`src/rtl/wpd_pkg.sv`:
```
package wpd_pkg;

  // Matcher progress through the two command codes
  typedef enum logic [2:0] {
    ST_IDLE = 3'd0,  // nothing matched
    ST_P1   = 3'd1,  // first step (shared by both codes) seen
    ST_P2   = 3'd2,  // second step (shared) seen
    ST_ARM  = 3'd3,  // arming prefix complete, next write is data
    ST_D3   = 3'd4,  // release code: third step seen
    ST_D4   = 3'd5,  // release code: fourth step seen
    ST_D5   = 3'd6   // release code: fifth step seen
  } seq_st_t;

  // Command data bytes
  localparam logic [7:0] K_LEAD  = 8'hAA;
  localparam logic [7:0] K_MID   = 8'h55;
  localparam logic [7:0] K_ARM   = 8'hA0;
  localparam logic [7:0] K_REL   = 8'h80;
  localparam logic [7:0] K_FINAL = 8'h20;

  // Per-write verdict from the matcher
  typedef struct packed {
    logic take;    // write consumed as a command step
    logic plain;   // ordinary write, subject to the mode bit
    logic arm_wr;  // data write that follows a full arming prefix
    logic clr;     // release code completed
  } seq_evt_t;

endpackage

```
`src/rtl/wpd_addr_match.sv`:
```
module wpd_addr_match #(
  parameter int ADDR_W = 17,
  parameter int CMP_W  = 15
) (
  input  logic [ADDR_W-1:0] addr,
  output logic              at_lo,  // low bits equal alternating pattern with bit 0 set
  output logic              at_hi   // low bits equal alternating pattern with bit 0 clear
);
  logic [CMP_W-1:0] pat_even;
  logic [CMP_W-1:0] pat_odd;

  for (genvar i = 0; i < CMP_W; i++) begin : g_pat
    assign pat_even[i] = ((i % 2) == 0);
    assign pat_odd[i]  = ((i % 2) == 1);
  end

  assign at_lo = (addr[CMP_W-1:0] == pat_even);
  assign at_hi = (addr[CMP_W-1:0] == pat_odd);

  if (ADDR_W > CMP_W) begin : g_hi_bits
    logic unused_hi;
    assign unused_hi = ^addr[ADDR_W-1:CMP_W];
  end
endmodule

```
`src/rtl/wpd_seq_fsm.sv`:
```
module wpd_seq_fsm
  import wpd_pkg::*;
#(
  parameter int DATA_W = 8
) (
  input  logic              clk,
  input  logic              rst,
  input  logic              valid,
  input  logic              expire,
  input  logic              at_lo,
  input  logic              at_hi,
  input  logic [DATA_W-1:0] data,
  output seq_evt_t          evt
);
  seq_st_t st_q, st_d, st_eff;

  logic h_lead, h_mid, h_arm, h_rel, h_fin;
  assign h_lead = at_lo && (data == DATA_W'(K_LEAD));
  assign h_mid  = at_hi && (data == DATA_W'(K_MID));
  assign h_arm  = at_lo && (data == DATA_W'(K_ARM));
  assign h_rel  = at_lo && (data == DATA_W'(K_REL));
  assign h_fin  = at_lo && (data == DATA_W'(K_FINAL));

  // An expiry in the same cycle as a write acts first
  assign st_eff = expire ? ST_IDLE : st_q;

  always_comb begin
    st_d = st_eff;
    evt  = '0;
    if (valid) begin
      unique case (st_eff)
        ST_ARM: begin
          evt.arm_wr = 1'b1;
          st_d       = ST_IDLE;
        end
        ST_IDLE, ST_D3: begin
          if (h_lead) begin
            evt.take = 1'b1;
            st_d     = (st_eff == ST_D3) ? ST_D4 : ST_P1;
          end else begin
            evt.plain = 1'b1;
            st_d      = ST_IDLE;
          end
        end
        ST_P1, ST_D4: begin
          if (h_mid) begin
            evt.take = 1'b1;
            st_d     = (st_eff == ST_D4) ? ST_D5 : ST_P2;
          end else if (h_lead) begin
            evt.take = 1'b1;
            st_d     = ST_P1;
          end else begin
            evt.plain = 1'b1;
            st_d      = ST_IDLE;
          end
        end
        ST_P2: begin
          if (h_arm) begin
            evt.take = 1'b1;
            st_d     = ST_ARM;
          end else if (h_rel) begin
            evt.take = 1'b1;
            st_d     = ST_D3;
          end else if (h_lead) begin
            evt.take = 1'b1;
            st_d     = ST_P1;
          end else begin
            evt.plain = 1'b1;
            st_d      = ST_IDLE;
          end
        end
        ST_D5: begin
          if (h_fin) begin
            evt.take = 1'b1;
            evt.clr  = 1'b1;
            st_d     = ST_IDLE;
          end else if (h_lead) begin
            evt.take = 1'b1;
            st_d     = ST_P1;
          end else begin
            evt.plain = 1'b1;
            st_d      = ST_IDLE;
          end
        end
        default: begin
          evt.plain = 1'b1;
          st_d      = ST_IDLE;
        end
      endcase
    end
  end

  always_ff @(posedge clk) begin
    if (rst) st_q <= ST_IDLE;
    else     st_q <= st_d;
  end
endmodule

```
`src/rtl/wpd_prot_gate.sv`:
```
module wpd_prot_gate
  import wpd_pkg::*;
(
  input  logic     clk,
  input  logic     rst,
  input  seq_evt_t evt,
  output logic     allow_q,
  output logic     prot_q
);
  always_ff @(posedge clk) begin
    if (rst) begin
      allow_q <= 1'b0;
      prot_q  <= 1'b0;
    end else begin
      allow_q <= evt.arm_wr || (evt.plain && !prot_q);
      if (evt.arm_wr)   prot_q <= 1'b1;
      else if (evt.clr) prot_q <= 1'b0;
    end
  end
endmodule

```
`src/rtl/wp_seq_guard.sv`:
```
module wp_seq_guard
  import wpd_pkg::*;
#(
  parameter int ADDR_W = 17,
  parameter int DATA_W = 8,
  parameter int CMP_W  = 15
) (
  input  logic              clk,
  input  logic              rst,
  input  logic              wr_valid,
  input  logic [ADDR_W-1:0] wr_addr,
  input  logic [DATA_W-1:0] wr_data,
  input  logic              win_expire,
  output logic              allow_o,
  output logic              prot_o
);
  logic     at_lo, at_hi;
  seq_evt_t evt;
  logic     evt_take, evt_arm;

  wpd_addr_match #(.ADDR_W(ADDR_W), .CMP_W(CMP_W)) u_match (
    .addr  (wr_addr),
    .at_lo (at_lo),
    .at_hi (at_hi)
  );

  wpd_seq_fsm #(.DATA_W(DATA_W)) u_fsm (
    .clk    (clk),
    .rst    (rst),
    .valid  (wr_valid),
    .expire (win_expire),
    .at_lo  (at_lo),
    .at_hi  (at_hi),
    .data   (wr_data),
    .evt    (evt)
  );

  wpd_prot_gate u_gate (
    .clk     (clk),
    .rst     (rst),
    .evt     (evt),
    .allow_q (allow_o),
    .prot_q  (prot_o)
  );

  assign evt_take = evt.take;
  assign evt_arm  = evt.arm_wr;
endmodule

```
`config.mk`:
```
export PLATFORM = sky130hd
export DESIGN_NAME = wp_seq_guard
export DESIGN_NICKNAME = d
export VERILOG_FILES = /design/src/rtl/wpd_pkg.sv /design/src/rtl/wpd_addr_match.sv /design/src/rtl/wpd_seq_fsm.sv /design/src/rtl/wpd_prot_gate.sv /design/src/rtl/wp_seq_guard.sv
export SDC_FILE = /design/constraint.sdc
export NUM_CORES = 1
export LEC_CHECK = 0
export BUFFER_PORTS_ARGS = -buffer_cell sky130_fd_sc_hd__buf_2
export CORE_MARGIN = 3
export CORE_UTILIZATION = 42
export DETAILED_ROUTE_END_ITERATION = 7
export PLACE_DENSITY = 0.76
export SLEW_MARGIN = 15
export SYNTH_ARGS = -nofsm -noshare
export SYNTH_HDL_FRONTEND = slang
export SYNTH_HIERARCHICAL = 1
export SYNTH_SLANG_ARGS = --single-unit
```
`constraint.sdc`:
```
create_clock -name clk -period 3.1 [get_ports clk]
set_clock_uncertainty 0.15 [all_clocks]
set_input_delay 0.155 -clock clk [delete_from_list [all_inputs] [get_ports clk]]
set_output_delay 0.155 -clock clk [all_outputs]
set_load 0.03 [all_outputs]
```
After elaboration in Yosys (flattened, before gate mapping)
Cells that the tools add are included.

Register bits after elaboration: 5. Bits in latches: 0. Bits in writable memories: 0. Bits in read-only memories: 0. Input bits: 29. Output and inout port bits: 2. Logic and storage cells: 51. Memories: 0.

Add/sub/neg operators: 0. Multiply operators: 0. Divide/modulo/power cells: 0. $lt $le $gt $ge: 0. Equal/unequal tests: 13. Shifts and indexed selects: 0. Mux-type cells: 23. Bitwise logic cells: 0. Reduce and logical (&&, ||, !) cells: 12.

Operator list (count): 3-bit 2-to-1 mux (9); 8-bit equality test, second input constant (3); 15-bit by 14-bit equality test with 1-bit output, second input constant (1); 15-bit equality test, second input constant (1); 1-bit 2-to-1 mux (12); 3-bit case mux with 4 select lines (1); 3-bit equality test, second input constant (3); 8-bit by 6-bit equality test with 1-bit output, second input constant (1); 8-bit by 7-bit equality test with 1-bit output, second input constant (1); 3-bit by 2-bit equality test with 1-bit output, second input constant (2); 1-bit logical AND (6); 1-bit case mux with 5 select lines (1); 2-bit OR reduction (2); 3-bit by 1-bit equality test with 1-bit output, second input constant (1); 3-bit logical NOT (1); 2-bit nonzero test (1); 1-bit logical NOT (1); 1-bit logical OR (1).

Longest topological paths before layout
Word-level depth: 9. Gate-level depth with buffers: 9. Mapped depth without buffers: 9.

Hierarchy
Netlist, hierarchy kept.

Modules (own cells, without submodules): wpd_seq_fsm (times used 1, cells each 56, area an instance 391.6 um2, sequential area each 60.1 um2); wpd_addr_match (times used 1, cells each 10, area an instance 95.1 um2, sequential area each 0.0 um2); wpd_prot_gate (times used 1, cells each 7, area an instance 70.1 um2, sequential area each 40.0 um2).

Least setup slack after synthesis
No wires, ideal clock.

Path type: input-to-reg. Start point: input wr_addr[1]. End point: register u_gate.prot_q. Setup time: 117 ps. Arrival: 2134 ps. Required time: 2833 ps. Path slack: 699 ps. Stages: 8. Path buffers: 0. Path through: or4b_1 nor4_2 nor4bb_1 nand2b_1 nor4_1 and2_1 nand2b_1 a21oi_1.

RTL lines: start, declared (RTL line wp_seq_guard.sv:11) `input logic [ADDR_W-1:0] wr_addr,`; end signal, assigned (RTL line wpd_prot_gate.sv:13) `prot_q <= 1'b0;`; end signal, assigned (RTL line wpd_prot_gate.sv:16) `if (evt.arm_wr) prot_q <= 1'b1;`; end signal, assigned (RTL line wpd_prot_gate.sv:17) `else if (evt.clr) prot_q <= 1'b0;`; end, declared (RTL line wpd_prot_gate.sv:8) `output logic prot_q`.

==> impl_metrics.env <==
export IMPL_place_hpwl_um=1170
export IMPL_vias_per_cell=5.89
export IMPL_drt_iter0_drc=16
export IMPL_clkPwrFrac=0.420
export IMPL_grt_pass1_vias=536
export IMPL_finalSetupTns_ps=0
export IMPL_seqPwrFrac=0.365
export IMPL_post_cts_buffers=0
export IMPL_min_period_ps=2290
export IMPL_dr_pass1_iters=4
export IMPL_grt_pass1_wl_um=2160
export IMPL_numCtsBuffers=3
export IMPL_p_leak_nw=0.268
export IMPL_cp_slowest_stage_delay_ps=520
export IMPL_wl_per_cell_um=12.8
export IMPL_n_antenna_cell=0
export IMPL_syn_nets=97
export IMPL_antenna_found_initial=0
export IMPL_fp_dieW_um=41.0
export IMPL_cts_tree="built"
export IMPL_rows=11
export IMPL_tightest_slew_ps=346
export IMPL_place_gp_congestion=0.728
export IMPL_fin_util=0.680
export IMPL_hold_class="in -> reg"
export IMPL_io_buffers=28
export IMPL_setup_viol=0
export IMPL_ir_worst_vdd_v=0.000145
export IMPL_startpoint_type="primary input"
export IMPL_ys_warn_count=6
export IMPL_grt_max_degree=11
export IMPL_synth_area_per_cell_sq_um=7.58
export IMPL_synthToLayoutAreaGrowth_pct=36.2
export IMPL_cp_end_kind="register"
export IMPL_total_power_w=0.000179
export IMPL_cp_arrival_ps=2270
export IMPL_coreArea_sq_um=1030
export IMPL_drive_gt1_frac=0.380
export IMPL_timing_final_crit_share=0.739
export IMPL_nets=130
export IMPL_cts_buffer_depth=2
export IMPL_finalMaxSlewViolations=0
export IMPL_combPwrFrac=0.215
export IMPL_track_usage=0.188
export IMPL_clk_insertion_delay_late_ps=240
export IMPL_p_per_area_nw_per_um2=255
export IMPL_cp_cell_sequence="buf_2 > or4b_1 > nor4_2 > nor4bb_1 > buf_4 > nor3b_1 > nor3_1 > a21oi_1 > o32ai_1 > nand2b_1 > a21oi_2"
export IMPL_syn_area_sq_um=515
export IMPL_mostFrequentLayoutCell="buf_2"
export IMPL_die_h_um=41.0
export IMPL_swShare=0.254
export IMPL_antenna_left=0
export IMPL_critPathKind="in -> reg"
export IMPL_path_max_fanout=5
export IMPL_crit_required_ps=3080
export IMPL_fmax_mhz=436
export IMPL_cp_num_buf_inv=2
export IMPL_status="complete, no violations"
export IMPL_drc=0
export IMPL_syn_inst=68
export IMPL_die_area_sq_um=1680
export IMPL_path_clk_slew_ps=40
export IMPL_vias=666
export IMPL_slew_headroom=0.769
export IMPL_rsz0062_at_grt="false"
export IMPL_p_int_w=0.000133
export IMPL_cts_root_buf="clkbuf_4"
export IMPL_totalWireLength_um=1450
export IMPL_mostFrequentLayoutCells="buf_2 (28), nor2_1 (6), nand2_1 (5), a21oi_1 (5), dfxtp_1 (5)"
export IMPL_numClockSinks=5
export IMPL_cts_resized_gates=0
export IMPL_start_util=0.499
export IMPL_critical_path_top_delay_family="simple AND/OR/NAND/NOR gates"
export IMPL_p_sw_w=0.0000455
export IMPL_top_level_ports=31
export IMPL_cp_slowest_cell="or4b_1"
export IMPL_overflow=0
export IMPL_htreeDepth=1
export IMPL_hold_buffers=0
export IMPL_max_cap_violations=0
export IMPL_hold_viol=0
-- power by group through the flow --
stage / logic, W / registers, W / clock network (W)
floorplan: 0.0000114 / 0.0000680 / 0
global placement: 0.0000370 / 0.0000665 / 0
detailed placement: 0.0000380 / 0.0000665 / 0
CTS: 0.0000382 / 0.0000653 / 0.0000771
global route: 0.0000430 / 0.0000653 / 0.0000802
finish: 0.0000384 / 0.0000653 / 0.0000752
-- metal layers --
layer  track usage  routed length, um  up-vias
met5             0                  0        -
met4             0                  0        0
met3        0.0489                 75        0
met2         0.340                742       26
met1         0.232                631      304
li1              -                  -      336
-- area by class of cell --
type / count / area (sq um)
inverter: 2 / 7.51
fill: 93 / 330
clock buffer: 4 / 26.3
timing repair buffer: 29 / 148
sequential: 5 / 100
multi-input combinational: 60 / 404
tap: 13 / 16.3
-- stage by stage --
stage | cell area (sq um) | instances | hold WS (ps) | worst slack [ps]
after CTS | 702 | 113 | 5.35 | 844
final | 702 | 113 | 11.6 | 808
after global placement | 676 | 109 | 251 | 669
after detailed placement | 676 | 109 | 252 | 602
after global routing | 702 | 113 | 17.5 | 660
after floorplan | 515 | 68 | 67.4 | 714
-- path summary, 6_finish.rpt --
path / start / endpoint / slack, ps / cells past startpoint
worst max-delay path: wr_addr[1] / u_gate/allow_q / 810 / 11
worst min-delay path: rst / u_gate/allow_q / 10 / 2
worst max register to register: u_fsm/st_q[0] / u_gate/allow_q / 1400 / 6
worst min register to register: u_gate/prot_q / u_gate/prot_q / 330 / 2
-- sequential cells by signal, summed over array words and instances (netlist names) --
name,cells
u_fsm/st_q,3
u_gate/allow_q,1
u_gate/prot_q,1
Note: power is estimated with default switching activity, not from simulation.
